## config.mk

```make
export PLATFORM = sky130hd
export DESIGN_NAME = synth_prog_ctrl
export DESIGN_NICKNAME = d
export VERILOG_FILES = /design/src/rtl/synth_prog_pkg.sv /design/src/rtl/synth_strobe_sync.sv /design/src/rtl/synth_prog_regs.sv /design/src/rtl/synth_prog_ctrl.sv
export SDC_FILE = /design/constraint.sdc
export NUM_CORES = 1
export LEC_CHECK = 0
export CAP_MARGIN = 20
export CORE_AREA = 4 4 84 86
export CTS_CLUSTER_DIAMETER = 80
export DETAILED_ROUTE_END_ITERATION = 6
export DIE_AREA = 0 0 88 90
export PLACE_DENSITY = 0.89
export SLEW_MARGIN = 20
export SYNTH_ARGS = -nofsm -noshare
export SYNTH_HDL_FRONTEND = slang
export SYNTH_SLANG_ARGS = --single-unit
```

## constraint.sdc

```tcl
create_clock -name clk -period 5.5 [get_ports clk]
set_input_delay 1.65 -clock clk [delete_from_list [all_inputs] [get_ports clk]]
set_output_delay 1.65 -clock clk [all_outputs]
set_load 0.02 [all_outputs]
```

## src/rtl/synth_prog_pkg.sv

```systemverilog
package synth_prog_pkg;
  localparam int WORD_W  = 20;
  localparam int AUX_W   = 8;
  localparam int AUX_LO  = 3;                 // lowest functional auxiliary bit
  localparam int FLAG_W  = AUX_W - AUX_LO;    // stored functional bits
  localparam int REF_W   = 6;
  localparam int MAIN_W  = 9;
  localparam int SWL_W   = 4;

  // auxiliary bit positions, relative to the full 8-bit register
  localparam int AUX_PD   = 3;
  localparam int AUX_LOAD = 4;
  localparam int AUX_MSEL = 5;
  localparam int AUX_RAW  = 6;
  localparam int AUX_OFF  = 7;

  // synchronized strobe indices
  localparam int S_SCK = 0;
  localparam int S_SLD = 1;
  localparam int S_AUX = 2;
  localparam int S_MLO = 3;
  localparam int S_MHI = 4;
  localparam int S_RSW = 5;
  localparam int S_HOP = 6;
  localparam int N_STB = 7;

  typedef enum logic [1:0] {MODE_PAR = 2'd0, MODE_SER = 2'd1, MODE_DIR = 2'd2} mode_e;

  typedef struct packed {
    logic [REF_W-1:0]  ref_v;
    logic [MAIN_W-1:0] main_v;
    logic [SWL_W-1:0]  swl_v;
    logic              pre;
  } cnt_t;

  function automatic mode_e decode_mode(input logic direct, input logic serial);
    if (direct)      return MODE_DIR;
    else if (serial) return MODE_SER;
    else             return MODE_PAR;
  endfunction

  function automatic cnt_t unpack_word(input logic [WORD_W-1:0] w);
    cnt_t c;
    c.ref_v  = {w[19:18], w[7:4]};
    c.main_v = {w[17:16], w[14:8]};
    c.swl_v  = w[3:0];
    c.pre    = w[15];
    return c;
  endfunction
endpackage

```

## src/rtl/synth_strobe_sync.sv

```systemverilog
module synth_strobe_sync #(
  parameter int N      = 7,
  parameter int STAGES = 2
) (
  input  logic         clk,
  input  logic         rst_n,
  input  logic [N-1:0] raw,
  output logic [N-1:0] lvl,
  output logic [N-1:0] rise,
  output logic [N-1:0] fall
);
  logic [N-1:0] pipe [STAGES];
  logic [N-1:0] prev;

  always_ff @(posedge clk or negedge rst_n) begin
    if (!rst_n) begin
      for (int i = 0; i < STAGES; i++) pipe[i] <= '0;
      prev <= '0;
    end else begin
      pipe[0] <= raw;
      for (int i = 1; i < STAGES; i++) pipe[i] <= pipe[i-1];
      prev <= pipe[STAGES-1];
    end
  end

  assign lvl  = pipe[STAGES-1];
  assign rise = lvl & ~prev;
  assign fall = ~lvl & prev;

  AST_EDGE_ONCE: assert property (@(posedge clk) disable iff (!rst_n)
    (rise != '0) |=> ((rise & $past(rise)) == '0));
endmodule

```

## src/rtl/synth_prog_regs.sv

```systemverilog
module synth_prog_regs
  import synth_prog_pkg::*;
(
  input  logic              clk,
  input  logic              rst_n,
  input  mode_e             mode,
  input  logic [N_STB-1:0]  lvl,
  input  logic [N_STB-1:0]  rise,
  input  logic [N_STB-1:0]  fall,
  input  logic              sdi,
  input  logic [7:0]        din,
  output logic [WORD_W-1:0] prim,
  output logic [WORD_W-1:0] sec,
  output logic [FLAG_W-1:0] flags
);
  logic [AUX_W-1:0] aux_shift;
  logic is_ser, is_par;
  logic shift_prim, shift_aux, xfer, aux_cap;
  logic wr_lo, wr_hi, wr_rs;

  assign is_ser = (mode == MODE_SER);
  assign is_par = (mode == MODE_PAR);

  // named internal events
  assign shift_prim = is_ser & rise[S_SCK] & ~lvl[S_SLD] & ~lvl[S_AUX];
  assign shift_aux  = is_ser & rise[S_SCK] & ~lvl[S_SLD] &  lvl[S_AUX];
  assign xfer       = (is_ser & rise[S_SLD]) | (is_par & rise[S_HOP]);
  assign aux_cap    = (is_ser & fall[S_AUX]) | (is_par & rise[S_AUX]);
  assign wr_lo      = is_par & rise[S_MLO];
  assign wr_hi      = is_par & rise[S_MHI];
  assign wr_rs      = is_par & rise[S_RSW];

  always_ff @(posedge clk or negedge rst_n) begin
    if (!rst_n) begin
      prim <= '0;
    end else if (shift_prim) begin
      prim <= {prim[WORD_W-2:0], sdi};
    end else begin
      if (wr_lo) prim[15:8]  <= din;
      if (wr_hi) prim[19:16] <= din[3:0];
      if (wr_rs) prim[7:0]   <= din;
    end
  end

  always_ff @(posedge clk or negedge rst_n) begin
    if (!rst_n)    sec <= '0;
    else if (xfer) sec <= prim;
  end

  always_ff @(posedge clk or negedge rst_n) begin
    if (!rst_n)         aux_shift <= '0;
    else if (shift_aux) aux_shift <= {aux_shift[AUX_W-2:0], sdi};
  end

  always_ff @(posedge clk or negedge rst_n) begin
    if (!rst_n)       flags <= '0;
    else if (aux_cap) flags <= is_ser ? aux_shift[AUX_W-1:AUX_LO] : din[AUX_W-1:AUX_LO];
  end

  AST_SEC_HOLD: assert property (@(posedge clk) disable iff (!rst_n)
    !xfer |=> $stable(sec));
  AST_SEC_COPY: assert property (@(posedge clk) disable iff (!rst_n)
    xfer |=> (sec == $past(prim)));
  AST_AUX_HOLD: assert property (@(posedge clk) disable iff (!rst_n)
    !aux_cap |=> $stable(flags));
  AST_PRIM_DIRECT: assert property (@(posedge clk) disable iff (!rst_n)
    (mode == MODE_DIR) |=> $stable(prim));
endmodule

```

## src/rtl/synth_prog_ctrl.sv

```systemverilog
module synth_prog_ctrl
  import synth_prog_pkg::*;
#(
  parameter int SYNC_STAGES = 2
) (
  input  logic              clk,
  input  logic              rst_n,
  input  logic              bus_direct,
  input  logic              bus_serial,
  input  logic              src_primary,
  input  logic              aux_en_n,
  input  logic              ser_clk,
  input  logic              ser_data,
  input  logic              ser_load,
  input  logic              aux_wr,
  input  logic              wr_main_lo,
  input  logic              wr_main_hi,
  input  logic              wr_ref_swl,
  input  logic              hop_wr,
  input  logic [7:0]        pdata,
  input  logic [6:0]        pin_main,
  input  logic [3:0]        pin_ref,
  input  logic [3:0]        pin_swl,
  input  logic              pin_pre_en,
  output logic [REF_W-1:0]  ref_div,
  output logic [MAIN_W-1:0] main_div,
  output logic [SWL_W-1:0]  swl_cnt,
  output logic              pre_en,
  output logic              pwr_down,
  output logic              imm_load,
  output logic              dout_modsel,
  output logic              dout_rawpre,
  output logic              mon_off
);
  logic [N_STB-1:0]  stb_raw, stb_lvl, stb_rise, stb_fall;
  logic [WORD_W-1:0] prim, sec;
  logic [FLAG_W-1:0] flags;
  mode_e             mode;
  cnt_t              word_cnt, pin_cnt, cnt;
  logic              flag_en;

  assign stb_raw[S_SCK] = ser_clk;
  assign stb_raw[S_SLD] = ser_load;
  assign stb_raw[S_AUX] = aux_wr;
  assign stb_raw[S_MLO] = wr_main_lo;
  assign stb_raw[S_MHI] = wr_main_hi;
  assign stb_raw[S_RSW] = wr_ref_swl;
  assign stb_raw[S_HOP] = hop_wr;

  synth_strobe_sync #(.N(N_STB), .STAGES(SYNC_STAGES)) u_sync (
    .clk(clk), .rst_n(rst_n), .raw(stb_raw),
    .lvl(stb_lvl), .rise(stb_rise), .fall(stb_fall)
  );

  assign mode = decode_mode(bus_direct, bus_serial);

  synth_prog_regs u_regs (
    .clk(clk), .rst_n(rst_n), .mode(mode),
    .lvl(stb_lvl), .rise(stb_rise), .fall(stb_fall),
    .sdi(ser_data), .din(pdata),
    .prim(prim), .sec(sec), .flags(flags)
  );

  always_comb begin
    word_cnt       = unpack_word(src_primary ? prim : sec);
    pin_cnt.ref_v  = {2'b00, pin_ref};
    pin_cnt.main_v = {2'b00, pin_main};
    pin_cnt.swl_v  = pin_swl;
    pin_cnt.pre    = pin_pre_en;
    cnt            = (mode == MODE_DIR) ? pin_cnt : word_cnt;
  end

  assign ref_div  = cnt.ref_v;
  assign main_div = cnt.main_v;
  assign swl_cnt  = cnt.swl_v;
  assign pre_en   = cnt.pre;

  assign flag_en     = ~aux_en_n;
  assign pwr_down    = flag_en & flags[AUX_PD   - AUX_LO];
  assign imm_load    = flag_en & flags[AUX_LOAD - AUX_LO];
  assign dout_modsel = flag_en & flags[AUX_MSEL - AUX_LO];
  assign dout_rawpre = flag_en & flags[AUX_RAW  - AUX_LO] & ~flags[AUX_MSEL - AUX_LO];
  assign mon_off     = flag_en & flags[AUX_OFF  - AUX_LO];

  AST_DIRECT_ZERO: assert property (@(posedge clk) disable iff (!rst_n)
    bus_direct |-> (ref_div[5:4] == 2'b00 && main_div[8:7] == 2'b00));
  AST_FLAGS_GATED: assert property (@(posedge clk) disable iff (!rst_n)
    aux_en_n |-> ({pwr_down, imm_load, dout_modsel, dout_rawpre, mon_off} == '0));
  AST_DOUT_ONE: assert property (@(posedge clk) disable iff (!rst_n)
    $onehot0({dout_modsel, dout_rawpre}));
  AST_EDGE_SANE: assert property (@(posedge clk) disable iff (!rst_n)
    ((stb_rise & stb_fall) == '0) && ((stb_rise & ~stb_lvl) == '0));
endmodule

```

# Word-level counts from Yosys, hierarchy flattened
# Cells that the tools add are included.
# Widths: inputs -> output; s select.
dict set report word_totals {
  regBits 74
  elab_cells 51
  input_bits 38
  out_inout_bits 25
}
dict set report op_classes {
  bitwise_logic 27
  n_mux 9
  n_reduce_logical 4
  n_eq_ne 2
}
# operator n
set op_table {}
lappend op_table {{$mux 20} 3}
lappend op_table {{$and 1x1->1} 17}
lappend op_table {{$mux 8} 2}
lappend op_table {{$and 7x7->7} 1}
lappend op_table {{$not 7->7} 1}
lappend op_table {{$reduce_bool 2->1} 3}
lappend op_table {{$mux 5} 1}
lappend op_table {{$mux 4} 1}
lappend op_table {{$not 1->1} 4}
lappend op_table {{$and 3x3->3} 1}
lappend op_table {{$not 3->3} 1}
lappend op_table {{$eq 2x1->1 const B} 1}
lappend op_table {{$eq 2x2->1 const B} 1}
lappend op_table {{$logic_not 2->1} 1}
lappend op_table {{$mux 2} 1}
lappend op_table {{$or 1x1->1} 2}
lappend op_table {{$mux 1} 1}

# Logic depth before layout (Yosys ltp)
# Gate-level depths: netlist (run 1).
dict set report logic_depth {
  word_depth 7
  depth_mapped 6
  mapped_depth_nobuf 3
}

# Hierarchy
# Synthesis (run 1) repeated with hierarchy kept, for this count alone.
dict set report unflattened {
  hier_cells 257
  hier_area_um2 3624.7
}
# mod seq_area_each_um2 area_per_inst_um2 cells_each instances
set by_module_without_submodules {}
lappend by_module_without_submodules {synth_prog_regs 1326.3 2487.4 147 1}
lappend by_module_without_submodules {synth_strobe_sync 525.5 700.7 42 1}
lappend by_module_without_submodules {synth_prog_ctrl 0.0 436.7 68 1}

# Least setup slack after synthesis (run 1)
# Ideal clock, no wire load.
dict set report synth_path {
  kind {input-to-output}
  start {in src_primary}
  end {out main_div[0]}
  required_ns 3.850
  stages 3
  n_path_buf 1
  path_slack_ns 1.136
  arrival_ns 2.714
  cell_sequence {clkbuf_1 mux2i_1 o21ai_0}
}
dict set report synth_between {
  elab_chain_len 2
}
# item line_no
set synth_lines {}
lappend synth_lines {{start, declared} synth_prog_ctrl.sv:10} ;# input logic src_primary,
lappend synth_lines {{$mux 20} synth_prog_ctrl.sv:65} ;# word_cnt = unpack_word(src_primary ? prim : sec);
lappend synth_lines {{$mux 20} synth_prog_ctrl.sv:70} ;# cnt = (mode == MODE_DIR) ? pin_cnt : word_cnt;
lappend synth_lines {{end, declared} synth_prog_ctrl.sv:26} ;# output logic [MAIN_W-1:0] main_div,
# No other way between the ends.

# Final worst setup path (run 1)
dict set report layout_path {
  start {in src_primary}
  end {out ref_div[0]}
}
dict set report layout_between {
  elab_chain_len 2
}
# item line_no
set layout_lines {}
lappend layout_lines {{$mux 20} synth_prog_ctrl.sv:65}
lappend layout_lines {{$mux 20} synth_prog_ctrl.sv:70}
lappend layout_lines {{end, declared} synth_prog_ctrl.sv:25} ;# output logic [REF_W-1:0] ref_div,
# No other way between the ends.

==> flow_summary.yaml, run 1 <==
run_status:
  outcome: "complete, no violations"
timing:
  finalClockSkew_ns: 0.00944
  finalSetupViolations: 0
  fmax_mhz: 202
  min_period_ns: 4.95
  worst_slack_ns: 0.555
  relSlewSlack: 0.372
  finalSetupTns_ns: 0
  hold_viol_final: 0
  worst_pin_slew_ns: 0.941
  rsz0062_at_grt: "false"
  hold_ws_ns: 0.351
  period_share: 0.899
  drv_slew: 0
finish:
  regArea_mm2: 0.00185
  fin_nets: 340
  antenna_cells: 0
  multiInputGateArea_mm2: 0.00150
  layout_commonest_cell: "dfrtp_1"
  layout_common_cells: "dfrtp_1, clkdlybuf4s50_1, mux2_2"
  num-fill-cells: 439
  syn_to_final_growth_pct: 25.6
  fin_util: 0.688
  drive_gt1_frac: 0.336
power_and_ir_drop:
  p_sw_uw: 437
  internal_power_uw: 1210
  power.share.sequential: 0.464
  comb_power_share: 0.259
  p_sw_frac: 0.266
  vdd_ir_drop_max_mv: 0.285
  p_leak_uw: 0.00190
  powerDensity_mw_per_mm2: 381
  clkPwrFrac: 0.278
  power_uw: 1640
clocking:
  cts_made_buffers: 9
  clockBufferDepth: 2
  hold_buffers: 0
  clk_pin_slew_ns: 0.07
  post_cts_buffers: 0
  clock_latency_ns: 0.34
  root_buffer: "clkbuf_8"
  cts_tree: "done"
  clkSinkCount: 74
  cts_resized: 0
  cts.htree.levels: 3
yosys:
  synthesis.area_mm2: 0.00344
  synth.distinct_cells: 22
  netlist_instances: 239
  synth_area_per_cell_um2: 14.4
  syn-num-nets: 277
  ys_warn_count: 0
  ys_seq_elements: 74
  synth.yosys.seq_area_share: 0.539
worst_setup_path:
  path_common_cell: "clkdlybuf4s50_1"
  start_kind: "input pin"
  worstSetupPathType: "in2out"
  cp_slowest_cell: "clkdlybuf4s50_1"
  cp_data_required_time_ns: 3.85
  crit_family: "buffers and inverters"
  path_max_fanout: 20
  crit_arrival_ns: 3.30
  crit_chain: "clkdlybuf4s50_1 -> buf_12 -> mux2i_1 -> o21ai_0 -> clkdlybuf4s50_1"
  cpPeakStageDelay_ns: 0.64
  critPathCaptureType: "output pin"
  cp.buffers_inverters: 3
die:
  rows: 29
  die-area_mm2: 0.00792
  io_pins: 63
  chipWidth_um: 88
  initial_core_util: 0.548
  die_h_um: 90
  core_area_mm2: 0.00628
grt:
  grt_pass1_vias: 2216
  grtUsageTotal: 0.171
  antenna_found_initial: 0
  grt_pass1_wl_um: 10600
  overflow: 0
  grt_max_degree: 49
route:
  wl_per_cell_um: 16.3
  drt_iter0_drc: 66
  postRouteAntennaNets: 0
  drtPass1Iterations: 4
  vias_per_cell: 5.35
  vias: 2056
  post-route-drc-count: 0
  routed_wl_um: 6270
hold_path:
  min_path_type: "reg2reg"
flow_run:
  cap_violations: 0
placement:
  gp_congestion: 0.733
  dp_hpwl_um: 4480
  portBuffers: 62
  place_ws_ns: 0.539
-- sequential cells by signal, indices dropped and copies added, names as in the netlist --
signal	count
u_regs.aux_shift	8
u_regs.flags	5
u_regs.prim	20
u_regs.sec	20
u_sync.lvl	7
u_sync.pipe	7
u_sync.prev	7
-- power by group through the flow --
stage	clock network [uW]	registers [uW]	logic (uW)
2_1_floorplan	0	738	297
5_1_grt	486	778	461
4_1_cts	467	762	432
6_report	456	762	425
3_3_place_gp	0	760	418
3_5_place_dp	0	772	429
-- path summary, 6_finish.rpt --
kind | from | to | slack [ns] | cells past startpoint
max | src_primary | ref_div[0] | 0.55 | 5
min | u_sync.pipe[10] | u_sync.lvl[3] | 0.35 | 0
max reg2reg | u_sync.prev[6] | u_regs.sec[0] | 3.52 | 3
min reg2reg | u_sync.pipe[10] | u_sync.lvl[3] | 0.35 | 0
max in group asynchronous | rst_n | u_regs.sec[5] | 3.42 | 2
min in group asynchronous | rst_n | u_regs.prim[2] | 1.31 | 1
-- stage by stage --
step           cells  instance area [um^2]
3_5_place_dp     368                  4100
3_3_place_gp     368                  4100
2_1_floorplan    239                  3440
4_1_cts          384                  4320
6_report         384                  4320
5_1_grt          384                  4320
-- worst reg2reg max path, cell delays in order, from the launching register on --
cell,delay (ns)
dfrtp_1,0.36
or3b_4,0.38
a21oi_4,0.75
mux2_4,0.37
-- cell usage after synthesis --
| library cell | number | share of area |
|---|---|---|
| a21oi_4 | 2 | 0.0095 |
| buf_2 | 3 | 0.0044 |
| buf_4 | 2 | 0.0044 |
| buf_6 | 3 | 0.0098 |
| clkbuf_1 | 5 | 0.0055 |
| dfrtp_1 | 74 | 0.54 |
| mux2_1 | 3 | 0.0098 |
| mux2_2 | 55 | 0.18 |
| mux2_4 | 20 | 0.087 |
| mux2i_1 | 20 | 0.058 |
| nand2_1 | 16 | 0.017 |
| nand3b_1 | 2 | 0.0044 |
| nand4_2 | 1 | 0.0036 |
| nand4b_1 | 1 | 0.0025 |
| nor2_1 | 5 | 0.0055 |
| nor2b_1 | 5 | 0.0091 |
| nor3b_1 | 1 | 0.0022 |
| nor4b_2 | 1 | 0.0044 |
| nor4b_4 | 2 | 0.014 |
| o21ai_0 | 16 | 0.023 |
| or3b_2 | 1 | 0.0025 |
| or3b_4 | 1 | 0.0033 |
-- per-layer routing --
metal,track usage,share of wire,up-vias
met5,0,0,-
met4,0.0729,0.012,0
li1,-,-,976
met1,0.220,0.44,1033
met3,0.0338,0.037,8
met2,0.278,0.51,39
-- cell families (layout without fill, tap and decap cells) --
kind of cell / after synthesis / count (layout) / synth area share
mux: 98 / 98 / 0.336
flops: 74 / 74 / 0.539
simple gates: 36 / 36 / 0.0688
compound gates: 18 / 18 / 0.0328
buf+inv: 13 / 81 / 0.0240
-- final cells by class --
cell class,instances,share of cell area
flip-flops and latches,74,0.429
multi-input cells,152,0.348
repair buffers,65,0.150
clock buffers,11,0.0327
well taps,77,0.0223
clock inverters,5,0.0180
(Power assumes the default switching activity.)
==> inputs of run 2 (changes only) <==
- clock period: 5.5 -> 5.7 ns (I/O delays scaled with it)
==> flow_summary.yaml, run 2 (synthesized netlist as in run 1, its figures left out) <==
worst_setup_path:
  cp.buffers_inverters: 3
  cp_slowest_cell: "clkdlybuf4s50_1"
  crit_cells: 5
  worstSetupPathType: "in2out"
  cpPeakStageDelay_ns: 0.65
  cp_data_required_time_ns: 3.99
  path_common_cell: "clkdlybuf4s50_1"
  critPathCaptureType: "output pin"
  path_max_fanout: 20
  crit_arrival_ns: 3.50
  crit_chain: "clkdlybuf4s50_1 -> buf_4 -> mux2i_1 -> o21ai_0 -> clkdlybuf4s50_1"
  ff2ff_path_depth: 3
  start_kind: "input pin"
  crit_family: "buffers and inverters"
route:
  vias_per_cell: 5.28
  vias: 2027
  post-route-drc-count: 0
  postRouteAntennaNets: 0
  wl_per_cell_um: 16.4
  drtPass1Iterations: 4
  routed_wl_um: 6280
  drt_iter0_drc: 51
grt:
  antenna_found_initial: 0
  grt_pass1_wl_um: 10600
  grt_pass1_vias: 2073
  overflow: 0
  grtUsageTotal: 0.179
  grt_max_degree: 45
placement:
  dp_cells: 368
  portBuffers: 62
  dp_hpwl_um: 4410
  placed_area_mm2: 0.00408
  gp_congestion: 0.730
clocking:
  root_buffer: "clkbuf_8"
  cts_made_buffers: 9
  hold_buffers: 0
  clk_pin_slew_ns: 0.07
  cts.htree.levels: 3
  post_cts_buffers: 0
  clkSinkCount: 74
  cts_resized: 0
  cts_tree: "done"
  clock_latency_ns: 0.35
  clockBufferDepth: 2
die:
  die_h_um: 90
  core_area_mm2: 0.00628
  io_pins: 63
  initial_core_util: 0.548
  die-area_mm2: 0.00792
  rows: 29
  chipWidth_um: 88
timing:
  relSlewSlack: 0.377
  period_share: 0.914
  min_period_ns: 5.21
  worst_pin_slew_ns: 0.933
  rsz0062_at_grt: "false"
  hold_viol_final: 0
  finalClockSkew_ns: 0.00999
  finalSetupTns_ns: 0
  finalSetupViolations: 0
  fmax_mhz: 192
  drv_slew: 0
power_and_ir_drop:
  vdd_ir_drop_max_mv: 0.294
  p_leak_uw: 0.00191
  powerDensity_mw_per_mm2: 384
finish:
  finalNonFillerCells: 384
  reg.largest.list: "u_regs.prim x20, u_regs.sec x20, u_regs.aux_shift x8"
  layout_common_cells: "dfrtp_1, clkdlybuf4s50_1, mux2_2"
  final_area_mm2: 0.00435
  fin_nets: 340
  syn_to_final_growth_pct: 26.5
  layout_commonest_cell: "dfrtp_1"
  antenna_cells: 0
  drive_gt1_frac: 0.339
flow_run:
  cap_violations: 0
hold_path:
  min_path_type: "reg2reg"
  min_delay_path_depth: 0
run_status:
  outcome: "complete, no violations"
run 2: changes by cell type in the layout (fill, tap and decap cells not counted), sizes merged:
cell and delta:
bufinv +2, clkbuf -2
run 2: worst paths after layout:
check / slack [ns] / to / startpoint
min reg2reg: 0.35 / u_sync.lvl[3] / u_sync.pipe[10]
min: 0.35 / u_sync.lvl[3] / u_sync.pipe[10]
max in group asynchronous: 3.35 / u_regs.sec[17] / rst_n
min in group asynchronous: 1.37 / u_regs.aux_shift[0] / rst_n
max: 0.49 / ref_div[0] / src_primary
max reg2reg: 3.73 / u_regs.sec[16] / u_sync.prev[6]
run 2: cell type report:
| class | instances | area (um^2) |
|---|---|---|
| multi-input combinational | 152 | 1500 |
| sequential | 74 | 1850 |
| clock buffer | 9 | 124 |
| tap | 77 | 96.3 |
| timing repair buffer | 65 | 633 |
| clock inverter | 7 | 141 |
| fill | 428 | 1930 |
run 2: layer usage:
layer	GRT usage	wire length [um]
met1	0.233	2830
met2	0.274	3060
met3	0.0512	261
met4	0.0806	126
met5	0	0
run 2: where the power goes:
part | leakage [uW] | internal, uW | switching, uW
Combinational | 0.000883 | 260 | 148
Sequential | 0.000898 | 645 | 88.6
Clock | 0.000129 | 335 | 195
run 2: through the flow:
step	total power, uW	hold slack (ns)	setup slack [ns]	utilization
after global routing	1770	0.357	0.347	0.693
final	1670	0.351	0.489	0.693
after detailed placement	1150	0.336	0.527	0.651
after global placement	1140	0.332	0.504	0.651
after floorplan	998	0.331	1.22	-
after CTS	1690	0.354	0.489	0.693
==> inputs of run 3 (changes only) <==
- CAP_MARGIN: 20 -> 15
==> results of run 3 <==
Same layout as run 2: the final DEF is identical, and so are final timing and power.
